$ cat src/rtl/npc_pkg.sv
package npc_pkg;
    localparam int KIND_W = 4;

    typedef enum logic [KIND_W-1:0] {
        K_NONE   = 4'd0,
        K_BEQ    = 4'd1,
        K_BNE    = 4'd2,
        K_BGEZ   = 4'd3,
        K_BGTZ   = 4'd4,
        K_BLEZ   = 4'd5,
        K_BLTZ   = 4'd6,
        K_BGEZL  = 4'd7,
        K_BLTZL  = 4'd8,
        K_JABS   = 4'd9,
        K_JABSL  = 4'd10,
        K_JREG   = 4'd11,
        K_JREGL  = 4'd12
    } npc_kind_e;

    typedef enum logic {
        S_SEQ  = 1'b0,
        S_SLOT = 1'b1
    } npc_state_e;
endpackage

$ cat src/rtl/npc_cond.sv
module npc_cond
    import npc_pkg::*;
#(
    parameter int XLEN = 32
) (
    input  npc_kind_e         kind,
    input  logic [XLEN-1:0]   rs,
    input  logic [XLEN-1:0]   rt,
    output logic              is_ctl,
    output logic              cond_ok
);
    logic neg, zero;
    assign neg  = rs[XLEN-1];
    assign zero = ~|rs;

    always_comb begin
        is_ctl  = 1'b1;
        cond_ok = 1'b0;
        unique case (kind)
            K_BEQ:                      cond_ok = (rs == rt);
            K_BNE:                      cond_ok = (rs != rt);
            K_BGEZ, K_BGEZL:            cond_ok = !neg;
            K_BGTZ:                     cond_ok = !neg && !zero;
            K_BLEZ:                     cond_ok = neg || zero;
            K_BLTZ, K_BLTZL:            cond_ok = neg;
            K_JABS, K_JABSL,
            K_JREG, K_JREGL:            cond_ok = 1'b1;
            default: begin
                is_ctl  = 1'b0;
                cond_ok = 1'b0;
            end
        endcase
    end
endmodule

$ cat src/rtl/npc_target.sv
module npc_target
    import npc_pkg::*;
#(
    parameter int XLEN   = 32,
    parameter int OFF_W  = 16,
    parameter int JIDX_W = 26
) (
    input  npc_kind_e          kind,
    input  logic [XLEN-1:0]    pc,
    input  logic [XLEN-1:0]    rs,
    input  logic [OFF_W-1:0]   off,
    input  logic [JIDX_W-1:0]  jidx,
    output logic [XLEN-1:0]    target,
    output logic               addr_err
);
    localparam int EXT_W = XLEN - OFF_W - 2;
    localparam int REG_W = XLEN - JIDX_W - 2;

    logic [XLEN-1:0] slot_pc, rel_off, rel_tgt, abs_tgt;

    assign slot_pc = pc + XLEN'(4);
    assign rel_off = {{EXT_W{off[OFF_W-1]}}, off, 2'b00};
    assign rel_tgt = slot_pc + rel_off;

    generate
        if (REG_W > 0) begin : g_region
            assign abs_tgt = {pc[XLEN-1 -: REG_W], jidx, 2'b00};
        end else begin : g_flat
            assign abs_tgt = XLEN'({jidx, 2'b00});
        end
    endgenerate

    always_comb begin
        target   = slot_pc;
        addr_err = 1'b0;
        unique case (kind)
            K_BEQ, K_BNE, K_BGEZ, K_BGTZ,
            K_BLEZ, K_BLTZ, K_BGEZL, K_BLTZL: target = rel_tgt;
            K_JABS, K_JABSL:                  target = abs_tgt;
            K_JREG, K_JREGL: begin
                target   = rs;
                addr_err = |rs[1:0];
            end
            default:                          target = slot_pc;
        endcase
    end
endmodule

$ cat src/rtl/npc_link.sv
module npc_link
    import npc_pkg::*;
#(
    parameter int XLEN     = 32,
    parameter int REGIDX_W = 5,
    parameter int RA_IDX   = 31
) (
    input  npc_kind_e            kind,
    input  logic [XLEN-1:0]      pc,
    input  logic [REGIDX_W-1:0]  rd,
    output logic                 link_we,
    output logic [REGIDX_W-1:0]  link_dst,
    output logic [XLEN-1:0]      link_val
);
    assign link_val = pc + XLEN'(8);

    always_comb begin
        link_we  = 1'b0;
        link_dst = REGIDX_W'(RA_IDX);
        unique case (kind)
            K_BGEZL, K_BLTZL, K_JABSL: link_we = 1'b1;
            K_JREGL: begin
                link_we  = 1'b1;
                link_dst = rd;
            end
            default: link_we = 1'b0;
        endcase
    end
endmodule

$ cat src/rtl/npc_unit.sv
module npc_unit
    import npc_pkg::*;
#(
    parameter int XLEN     = 32,
    parameter int OFF_W    = 16,
    parameter int JIDX_W   = 26,
    parameter int REGIDX_W = 5,
    parameter int RA_IDX   = 31
) (
    input  logic                 clk,
    input  logic                 rst_n,
    input  logic                 step_i,
    input  logic [3:0]           kind_i,
    input  logic [XLEN-1:0]      pc_i,
    input  logic [XLEN-1:0]      rs_i,
    input  logic [XLEN-1:0]      rt_i,
    input  logic [OFF_W-1:0]     off_i,
    input  logic [JIDX_W-1:0]    jidx_i,
    input  logic [REGIDX_W-1:0]  rd_i,
    output logic [XLEN-1:0]      next_pc_o,
    output logic                 taken_o,
    output logic                 link_we_o,
    output logic [REGIDX_W-1:0]  link_dst_o,
    output logic [XLEN-1:0]      link_val_o,
    output logic                 addr_err_o
);
    npc_kind_e       kind;
    npc_state_e      state_q, state_d;
    logic [XLEN-1:0] tgt_q, tgt_w;
    logic            is_ctl, cond_ok, err_w, lk_we;
    logic            slot_w;

    assign kind   = npc_kind_e'(kind_i);
    assign slot_w = (state_q == S_SLOT);

    npc_cond #(.XLEN(XLEN)) u_cond (
        .kind    (kind),
        .rs      (rs_i),
        .rt      (rt_i),
        .is_ctl  (is_ctl),
        .cond_ok (cond_ok)
    );

    npc_target #(.XLEN(XLEN), .OFF_W(OFF_W), .JIDX_W(JIDX_W)) u_target (
        .kind     (kind),
        .pc       (pc_i),
        .rs       (rs_i),
        .off      (off_i),
        .jidx     (jidx_i),
        .target   (tgt_w),
        .addr_err (err_w)
    );

    npc_link #(.XLEN(XLEN), .REGIDX_W(REGIDX_W), .RA_IDX(RA_IDX)) u_link (
        .kind     (kind),
        .pc       (pc_i),
        .rd       (rd_i),
        .link_we  (lk_we),
        .link_dst (link_dst_o),
        .link_val (link_val_o)
    );

    // Transitions: T_REDIRECT, T_STAY_SEQ, T_RESUME, T_HOLD
    always_comb begin
        state_d = state_q;
        if (step_i) begin
            unique case (state_q)
                S_SEQ:  state_d = (is_ctl && cond_ok) ? S_SLOT : S_SEQ;
                S_SLOT: state_d = S_SEQ;
                default: state_d = S_SEQ;
            endcase
        end
    end

    // State register and latched redirect target
    always_ff @(posedge clk) begin
        if (!rst_n) begin
            state_q <= S_SEQ;
            tgt_q   <= '0;
        end else begin
            state_q <= state_d;
            if (step_i && state_q == S_SEQ && is_ctl && cond_ok) begin
                tgt_q <= tgt_w;
            end
        end
    end

    // Outputs per state
    always_comb begin
        next_pc_o  = pc_i + XLEN'(4);
        taken_o    = 1'b0;
        link_we_o  = 1'b0;
        addr_err_o = 1'b0;
        unique case (state_q)
            S_SEQ: begin
                taken_o    = is_ctl && cond_ok;
                link_we_o  = lk_we;
                addr_err_o = err_w;
            end
            S_SLOT: begin
                next_pc_o  = tgt_q;
            end
            default: next_pc_o = pc_i + XLEN'(4);
        endcase
    end
endmodule

$ cat config.mk
export PLATFORM = sky130hd
export DESIGN_NAME = npc_unit
export DESIGN_NICKNAME = d
export VERILOG_FILES = /design/src/rtl/npc_pkg.sv /design/src/rtl/npc_cond.sv /design/src/rtl/npc_target.sv /design/src/rtl/npc_link.sv /design/src/rtl/npc_unit.sv
export SDC_FILE = /design/constraint.sdc
export NUM_CORES = 1
export LEC_CHECK = 0
export BUFFER_PORTS_ARGS = -buffer_cell sky130_fd_sc_hd__buf_2
export CORE_MARGIN = 2
export CORE_UTILIZATION = 40
export DETAILED_ROUTE_END_ITERATION = 7
export MAX_ROUTING_LAYER = met4
export PLACE_DENSITY = 0.67
export SKIP_LAST_GASP = 1
export SYNTH_ARGS = -nofsm -noshare
export SYNTH_HDL_FRONTEND = slang
export SYNTH_SLANG_ARGS = --single-unit
$ cat constraint.sdc
create_clock -name clk -period 5.3 [get_ports clk]
set_clock_uncertainty 0.1 [all_clocks]
set_input_delay 1.06 -clock clk [delete_from_list [all_inputs] [get_ports clk]]
set_output_delay 1.06 -clock clk [all_outputs]
set_load 0.01 [all_outputs]
## After elaboration in Yosys (flattened, before gate mapping)

Index checks and enable logic that the tools add are counted.

- Register bits after elaboration: 33
- Input bits: 150
- Output and inout port bits: 72
- Logic and storage cells: 50

- Add/subtract/negate cells: 3
- Eq/ne operators: 14
- Mux-type cells: 12
- Bitwise operators: 1
- Reduce and logical (&&, ||, !) cells: 18

Operator list:

| cell | number |
|---|---|
| one-hot mux 32 bit (3 select lines) | 1 |
| adder 32 x 3 -> 32 bit, second input constant | 1 |
| adder 32 bit | 1 |
| adder 32 x 4 -> 32 bit, second input constant | 1 |
| == test 32 bit | 1 |
| two-way mux 32 bit | 1 |
| != test 32 bit | 1 |
| OR reduction 32 bit | 1 |
| == test 4 bit, second input constant | 5 |
| == test 4 x 3 -> 1 bit, second input constant | 4 |
| OR reduction 12 bit | 1 |
| OR reduction 2 bit | 5 |
| == test 4 x 2 -> 1 bit, second input constant | 2 |
| OR reduction 4 bit | 2 |
| OR reduction 8 bit | 1 |
| two-way mux 1 bit | 7 |
| one-hot mux 1 bit (7 select lines) | 1 |
| logical AND 1 bit | 5 |
| two-way mux 5 bit | 1 |
| == test 4 x 1 -> 1 bit, second input constant | 1 |
| zero test 1 bit | 2 |
| one-hot mux 1 bit (2 select lines) | 1 |
| logical OR 1 bit | 1 |
| inverter 1 bit | 1 |

## Longest topological paths before layout

Gate-level depths: netlist (run 1).

- Word-level depth: 7
- Gate-level depth with buffers: 16
- Depth with buffers taken out: 16

## Modules after synthesis

A second synthesis (run 1) with hierarchy kept.

- Cells, all modules: 900
- Area total of the unflattened synthesis: 6,338.6 um2

Modules (own cells, without submodules):

| module | times used | cells an instance | area an instance (um2) | sequential area each (um2) |
|---|---|---|---|---|
| npc_target | 1 | 428 | 2,926.6 | 0.0 |
| npc_unit | 1 | 310 | 2,219.6 | 660.6 |
| npc_link | 1 | 89 | 623.1 | 0.0 |
| npc_cond | 1 | 73 | 569.3 | 0.0 |

## Worst setup path before layout (run 1)

OpenSTA, ideal clock, no wires.

- Path type: input to register
- From: input pc_i[3]
- To: register tgt_q[31]
- Library setup time: 0.117 ns
- Data arrival time: 4.015 ns
- Data required time: 5.083 ns
- Path slack: 1.068 ns
- Stages on the path: 13
- Path buffers: 0
- Cell sequence: ha_1 -> nand4_2 -> nor4_2 -> and3_1 -> nand2_1 -> xnor2_2 -> ha_1 -> nand2_1 -> o21ai_0 -> o41a_4 -> a31o_1 -> a211o_1 -> a32o_1

- Longest elaborated chain between the ends: 3

Ends and longest elaborated chain:

| item | RTL line | text |
|---|---|---|
| start: declaration | npc_unit.sv:14 | `input logic [XLEN-1:0] pc_i,` |
| adder 32 x 3 -> 32 bit (*) | n/a |  |
| adder 32 bit | npc_target.sv:23 | `assign rel_tgt = slot_pc + rel_off;` |
| one-hot mux 32 bit (3 select lines) (*) | npc_target.sv:36 | `unique case (kind)` |
| end signal: assignment | npc_unit.sv:83 | `tgt_q <= tgt_w;` |
| end: declaration | npc_unit.sv:29 | `logic [XLEN-1:0] tgt_q, tgt_w;` |

Every way passes the cells marked *; elsewhere a longest branch is shown, timed or not.
A chain may end at the register's enable or synchronous reset.

## Worst setup path after layout (run 1)

- From: input pc_i[4]
- To: register tgt_q[27]

The elaborated chain is that of the path after synthesis.

==> results of run 1 <==
==> cell usage in the layout, fill, tap and decap left out, drive strengths merged, types with 3 or more instances in the layout <==
| cell type | Yosys | routed |
|---|---|---|
| o41a | 3 | 3 |
| a31oi | 7 | 7 |
| o21ai | 41 | 41 |
| o31ai | 10 | 10 |
| nor3b | 5 | 5 |
| nand2 | 54 | 54 |
| o211a | 8 | 8 |
| a222oi | 18 | 18 |
| mux2 | 26 | 26 |
| nand2b | 22 | 22 |
| nor2b | 6 | 6 |
| a21oi | 42 | 42 |
| o2111ai | 4 | 4 |
| nand4 | 27 | 27 |
| mux2i | 14 | 14 |
| nor2 | 46 | 46 |
| ha | 37 | 37 |
| o311a | 3 | 3 |
| a21o | 5 | 5 |
| buf | 21 | 231 |
| nor4 | 12 | 12 |
| o21a | 7 | 7 |
| dfxtp | 33 | 33 |
| or2 | 4 | 4 |
| and3 | 14 | 14 |
| a211oi | 9 | 9 |
| a211o | 3 | 3 |
| xnor2 | 77 | 77 |
| a311oi | 4 | 4 |
| nor3 | 22 | 22 |
| nand3 | 27 | 27 |
| xor2 | 28 | 28 |
| a221o | 4 | 4 |
| inv | 21 | 21 |
| clkbuf | 29 | 6 |
| a221oi | 8 | 8 |
==> final cells by class <==
type	count	area, sq um
multi-input combinational	625	4621
tap	180	225.2
fill	1412	6814
inverter	21	78.83
timing repair buffer	231	1181
sequential	33	660.6
clock buffer	6	128.9
clock inverter	2	10.01
==> synth_stat cells, types with 4 or more instances <==
cell type,number
nand3_1,26
clkbuf_1,28
buf_2,15
mux2_2,26
a222oi_1,18
nand2_1,53
o211a_1,8
and3_1,14
ha_1,37
nor2b_1,6
a221o_1,4
nor3_1,18
a211oi_1,9
nand4_1,25
dfxtp_1,33
a21o_1,5
nor2_1,46
nand2b_1,22
a221oi_1,8
xor2_1,28
inv_1,21
o2111ai_1,4
nor4_1,10
mux2i_1,14
nor3b_1,5
xnor2_1,75
a31oi_1,7
o31ai_1,10
a21oi_1,40
buf_4,6
o21a_1,7
o21ai_0,37
==> worst max path at each step <==
stage,startpoint,end,cells after the start
after floorplan,pc_i[3],tgt_q[31]$_SDFFE_PN0P_,13
after global placement,pc_i[4],tgt_q[31]$_SDFFE_PN0P_,15
after detailed placement,pc_i[4],tgt_q[31]$_SDFFE_PN0P_,15
after CTS,pc_i[4],tgt_q[31]$_SDFFE_PN0P_,15
after global routing,pc_i[4],tgt_q[19]$_SDFFE_PN0P_,15
final,pc_i[4],tgt_q[27]$_SDFFE_PN0P_,15
==> worst max-delay path, stage by stage <==
cell,delay (ns)
buf_2,0.15
ha_1,0.31
nand4_2,0.21
nor2_1,0.30
nand2_1,0.11
xnor2_1,0.38
ha_1,0.36
a21oi_1,0.15
a21boi_0,0.11
a311oi_2,0.33
nand2_2,0.13
o41a_4,0.41
a31oi_1,0.23
nor3_1,0.07
o41a_1,0.37
==> logic make-up (layout without fill, tap and decap cells) <==
kind of cell | count (synthesis) | in the layout
AOI/OAI and AO/OA | 191 | 191
muxes | 40 | 40
DFF | 33 | 33
and+or+nand+nor | 250 | 250
xor gates and xnor gates | 106 | 106
adders and majority gates | 38 | 38
buffers and inverters | 71 | 260
==> flip-flops by register name, indices dropped and copies added (netlist names) <==
register,flops
slot_w,1
tgt_q,32
==> routing by layer <==
layer	track usage (%)	routed length, um
met5	-	0
met4	8.477	499
met3	5.056	2200
met2	46.33	9630
met1	39.77	9787
==> per-stage QoR <==
stage          cells  hold slack (ns)
6_report        1098           0.3544
5_1_grt         1098           0.3699
4_1_cts         1098           0.3519
3_5_place_dp    1090           0.3457
3_3_place_gp    1090           0.3395
2_1_floorplan    729           0.3285
==> power groups by stage <==
stage | clock [mW] | sequential (mW) | combinational, mW
floorplan | 0 | 0.283 | 0.418
global placement | 0 | 0.290 | 0.646
detailed placement | 0 | 0.290 | 0.644
CTS | 0.302 | 0.285 | 0.648
global route | 0.309 | 0.287 | 0.711
finish | 0.299 | 0.285 | 0.655
==> flow_metrics.py, run 1 <==
metrics = {
    "power": {
        "power_leakage_nw": 3.062,
        "p_clk_share_pct": 24.1,
        "p_per_area_mw_per_mm2": 179.4,
        "p_sw_mw": 0.5174,
        "p_int_mw": 0.7211,
        "vdd_drop_max_mv": 0.1080,
        "p_sw_share_pct": 41.78,
        "p_comb_share_pct": 52.8,
        "p_seq_share_pct": 23.0,
        "totalPowerFinal_mw": 1.239,
    },
    "setup_path": {
        "r2r_cells": 6,
        "r2r-end": "tgt_q[19]$_SDFFE_PN0P_",
        "regToRegSetupSlack_ns": 2.68,
        "cp.arrival_ns": 4.68,
        "path_class": "in2reg",
        "crit_required_ns": 5.37,
        "cp_max_fo": 7,
        "endpoint_kind": "flop",
        "regToRegStartpoint": "slot_w$_SDFFE_PN0P_",
        "critPathLaunchType": "primary input",
    },
    "placed_design": {
        "port_buffers": 221,
        "dpl-instance-area_sq_mm": 0.006766,
        "place.gp.congestion": 0.9909,
        "place_ws_ns": 0.4102,
        "dp_hpwl_mm": 17.83,
    },
    "clock_network": {
        "clock_path_buffers": 2,
        "clkSinkCount": 33,
        "cts-root-buf": "clkbuf_16",
        "numCtsBuffers": 5,
        "clk_pin_slew_worst_paths_ns": 0.06,
        "cts_tree": "yes",
        "postCtsHoldBufs": 0,
        "htree_levels": 2,
        "insertion_delay_ns": 0.29,
        "post-cts-setup-buffers": 0,
        "ctsResizeCount": 0,
    },
    "synth": {
        "synth_area_sq_mm": 0.005572,
        "yosys-top-cells-area": "dfxtp_1 (12%), xnor2_1 (12%), ha_1 (8.3%)",
        "synthDistinctLibCells": 78,
        "synth_fp_nets": 917,
        "synth_top_family_by_area": "compound AO/OA/AOI/OAI gates",
        "netlist.area_leader.share_pct": 11.86,
        "avgSynthCellArea_sq_um": 7.643,
        "synth-xor-area-share_pct": 17.22,
        "synth-edff-count": 0,
        "synth_adder_area_share_pct": 8.668,
        "synthFlopType": "dfxtp_1",
        "yosys_warnings": 0,
        "postSynth.asyncResetShare_pct": 0,
        "ys_ff_latch": 33,
        "seq_area_frac_synth_pct": 11.86,
        "syn_inst": 729,
        "yosys-mux-area-fraction_pct": 7.770,
        "synth_compound_area_share_pct": 24.72,
        "synth_top_cell_by_area": "dfxtp_1",
        "synthSimpleGateAreaFrac_pct": 24.21,
    },
    "die": {
        "die_w_um": 122.0,
        "initial_core_util_pct": 40.61,
        "io_pins": 222,
        "die_area_sq_mm": 0.01489,
        "die_y_um": 122.0,
        "rows": 43,
        "core-area_sq_mm": 0.01372,
    },
    "global_route": {
        "gr-total-overflow": 0,
        "grt_max_degree": 35,
        "track_usage_pct": 29.80,
        "grt_pass1_wl_mm": 33.02,
        "grt_pass1_vias": 5922,
        "grt_antenna_before_repair": 0,
    },
    "min_path": {
        "min_to": "tgt_q[8]$_SDFFE_PN0P_",
        "holdCritPathClass": "reg2reg",
        "worstHoldStart": "tgt_q[8]$_SDFFE_PN0P_",
        "worstHoldPathCells": 2,
    },
    "route": {
        "wl_per_cell_um": 20.14,
        "drt_first_iter_violations": 719,
        "totalWireLength_mm": 22.12,
        "drc": 0,
        "via_count": 6460,
        "final_antenna_net_count": 0,
        "via_per_inst": 5.883,
        "dr.pass1.iters": 7,
    },
    "sta": {
        "setup_viol": 0,
        "hold_viol": 0,
        "fmax_ghz": 0.2167,
        "finalCritPeriodShare_pct": 87.06,
        "worst_pin_slew_ns": 1.237,
        "slew_headroom_pct": 17.17,
        "tns_ns": 0,
        "rsz0062_at_grt": "false",
        "maxSlewViolCount": 0,
        "final.setup.worst_slack_ns": 0.6860,
        "fin_crit_ns": 4.614,
    },
    "layout": {
        "n_antenna_cell": 0,
        "area_growth_pct": 23.94,
        "drive_gt1_share_pct": 31.92,
        "stdcell_area_sq_mm": 0.006905,
        "final_core_util_pct": 50.33,
        "fin_nets": 1105,
    },
    "status": {
        "outcome": "finished clean",
    },
    "run": {
        "cap_violations": 0,
    },
}
Note: power is estimated with default switching activity, not from simulation.
==> run 2: changes to the inputs <==
BUFFER_PORTS_ARGS = unset   (was -buffer_cell sky130_fd_sc_hd__buf_2)
DONT_BUFFER_PORTS = 1   (was unset)
PLACE_DENSITY = 0.53   (was 0.67)
==> run 2 against run 1 <==
  * Die area stayed put
  * Largest cell class unchanged
  * Utilization is 8.0 points lower
  * Worst setup slack better by 0.083 ns
  * Critical path depth is 3 lower
  * Count of clock-buffer cells in the layout is 1 higher
  * Routed wire length is 1.2% higher
  * Largest power group unchanged
  * Global-route usage is 0.085 points higher
  * Non-clock buffer count is 223 lower
  * First-iteration DRC count is 4.0% lower
==> flow_metrics.py, run 2 (same netlist as run 1, synthesis figures left out) <==
metrics = {
    "layout": {
        "regMostFlops": "tgt_q",
        "mostFrequentLayoutCells": "xnor2_1 (75), nand2_1 (53), nor2_1 (46)",
        "mostFrequentLayoutCell": "xnor2_1",
        "largest_reg_flops": 32,
        "drive_gt1_share_pct": 10.36,
        "filler_cell_count": 1413,
        "area_growth_pct": 4.177,
        "regArea_sq_um": 661.9,
        "fin_nets": 882,
        "n_antenna_cell": 0,
        "multiInputGateArea_sq_mm": 0.004621,
    },
    "power": {
        "vdd_drop_max_mv": 0.1076,
        "p_comb_share_pct": 45.0,
        "p_sw_share_pct": 39.51,
        "p_clk_share_pct": 29.3,
        "power_leakage_nw": 2.192,
        "p_int_mw": 0.6850,
        "totalPowerFinal_mw": 1.133,
        "p_per_area_mw_per_mm2": 195.1,
        "p_seq_share_pct": 25.7,
        "p_sw_mw": 0.4475,
    },
    "sta": {
        "fmax_ghz": 0.2207,
        "slew_headroom_pct": 27.82,
        "maxSlewViolCount": 0,
        "hold_viol": 0,
        "rsz0062_at_grt": "false",
        "fin_crit_ns": 4.531,
        "finalCritPeriodShare_pct": 85.50,
        "tns_ns": 0,
        "setup_viol": 0,
        "worst_pin_slew_ns": 1.083,
    },
    "die": {
        "core-area_sq_mm": 0.01372,
        "die_w_um": 122.0,
        "io_pins": 222,
        "rows": 43,
        "initial_core_util_pct": 40.61,
        "die_area_sq_mm": 0.01489,
        "die_y_um": 122.0,
    },
    "setup_path": {
        "max_stage_delay_ns": 0.60,
        "endpoint_kind": "flop",
        "cp_max_fo": 6,
        "cpLargestDelayFamily": "compound AO/OA/AOI/OAI gates",
        "cp.arrival_ns": 4.61,
        "crit_required_ns": 5.38,
        "critical_path.cell_chain": "ha_1 > nand4_2 > nor3_1 > nand4_1 > xnor2_1 > ha_1 > nand2_1 > o21ai_0 > o41a_4 > a31o_1 > a211o_1 > a32o_1",
        "critical_path_buf_inv_count": 0,
        "regToRegStartpoint": "slot_w$_SDFFE_PN0P_",
        "path_class": "in2reg",
        "slowest_stage": "o41a_4",
        "critPathLaunchType": "primary input",
        "crit_start": "pc_i[3]",
        "cpMostUsedCell": "ha_1",
    },
    "clock_network": {
        "clkSinkCount": 33,
        "htree_levels": 2,
        "cts_tree": "yes",
        "postCtsHoldBufs": 0,
        "clk_pin_slew_worst_paths_ns": 0.06,
        "post-cts-setup-buffers": 0,
        "ctsResizeCount": 0,
        "insertion_delay_ns": 0.28,
        "cts-root-buf": "clkbuf_16",
        "clock_path_buffers": 2,
        "numCtsBuffers": 5,
    },
    "route": {
        "drc": 0,
        "drt_first_iter_violations": 690,
        "final_antenna_net_count": 0,
        "totalWireLength_mm": 22.39,
        "via_count": 5764,
        "via_per_inst": 6.587,
        "wl_per_cell_um": 25.59,
        "dr.pass1.iters": 6,
    },
    "global_route": {
        "grt_antenna_before_repair": 0,
        "grt_pass1_wl_mm": 32.62,
        "track_usage_pct": 29.88,
        "grt_pass1_vias": 5485,
        "gr-total-overflow": 0,
        "grt_max_degree": 43,
    },
    "min_path": {
        "worstHoldStart": "tgt_q[7]$_SDFFE_PN0P_",
        "holdCritPathClass": "reg2reg",
    },
    "placed_design": {
        "place.gp.congestion": 0.9610,
        "dp_hpwl_mm": 17.63,
        "port_buffers": 0,
    },
    "status": {
        "outcome": "finished clean",
    },
    "run": {
        "cap_violations": 0,
    },
}
-- run 2: cell types whose count changed in the layout (fill, tap and decap cells not counted), sizes merged --
cell    change
clkinv      -1
buf       -223
clkbuf      +1
-- run 2: power groups by stage --
stage          clock network (mW)  logic, mW  registers, mW
2_1_floorplan                   0      0.418          0.283
3_3_place_gp                    0      0.496          0.296
3_5_place_dp                    0      0.499          0.296
4_1_cts                     0.334      0.502          0.291
5_1_grt                     0.344      0.554          0.294
6_report                    0.332      0.510          0.291
-- run 2: final timing paths --
kind                            slack (ns)  depth (start not counted)                      to
worst max-delay path                  0.77                         12  tgt_q[31]$_SDFFE_PN0P_
worst min-delay path                  0.35                          2   tgt_q[7]$_SDFFE_PN0P_
worst max register to register        2.30                          6  tgt_q[12]$_SDFFE_PN0P_
worst min register to register        0.35                          2   tgt_q[7]$_SDFFE_PN0P_
-- run 2: final cells by class --
class	count	share of cell area [%]
Inverter	21	1.358
Timing Repair Buffer	8	1.035
Sequential cell	33	11.40
Multi-Input combinational cell	625	79.61
Clock inverter	1	0.08623
Tap cell	180	3.880
Clock buffer	7	2.630
-- run 2: layer usage --
layer / share of wire (%) / vias up / track usage, %
met1: 43 / 2674 / 39.52
li1: - / 2649 / -
met5: 0 / - / -
met4: 2.7 / 0 / 8.261
met2: 43 / 393 / 45.71
met3: 11 / 48 / 6.835
-- run 2: through the flow --
step,setup WS [ns],area [sq um],hold slack (ns),util (%),std cells
floorplan,1.068,5572,0.3285,-,729
global placement,0.5720,5647,0.3383,41.16,867
detailed placement,0.5328,5647,0.3432,41.16,867
CTS,0.8193,5804,0.3514,42.31,875
global route,0.4602,5804,0.3792,42.31,875
finish,0.7687,5804,0.3527,42.31,875
-- run 2: tightest hold or removal path, delay by kind of cell, from the launching register on --
kind            cells  cell delay [ns]
simple gates        1             0.05
compound gates      1             0.05
flops               1             0.31
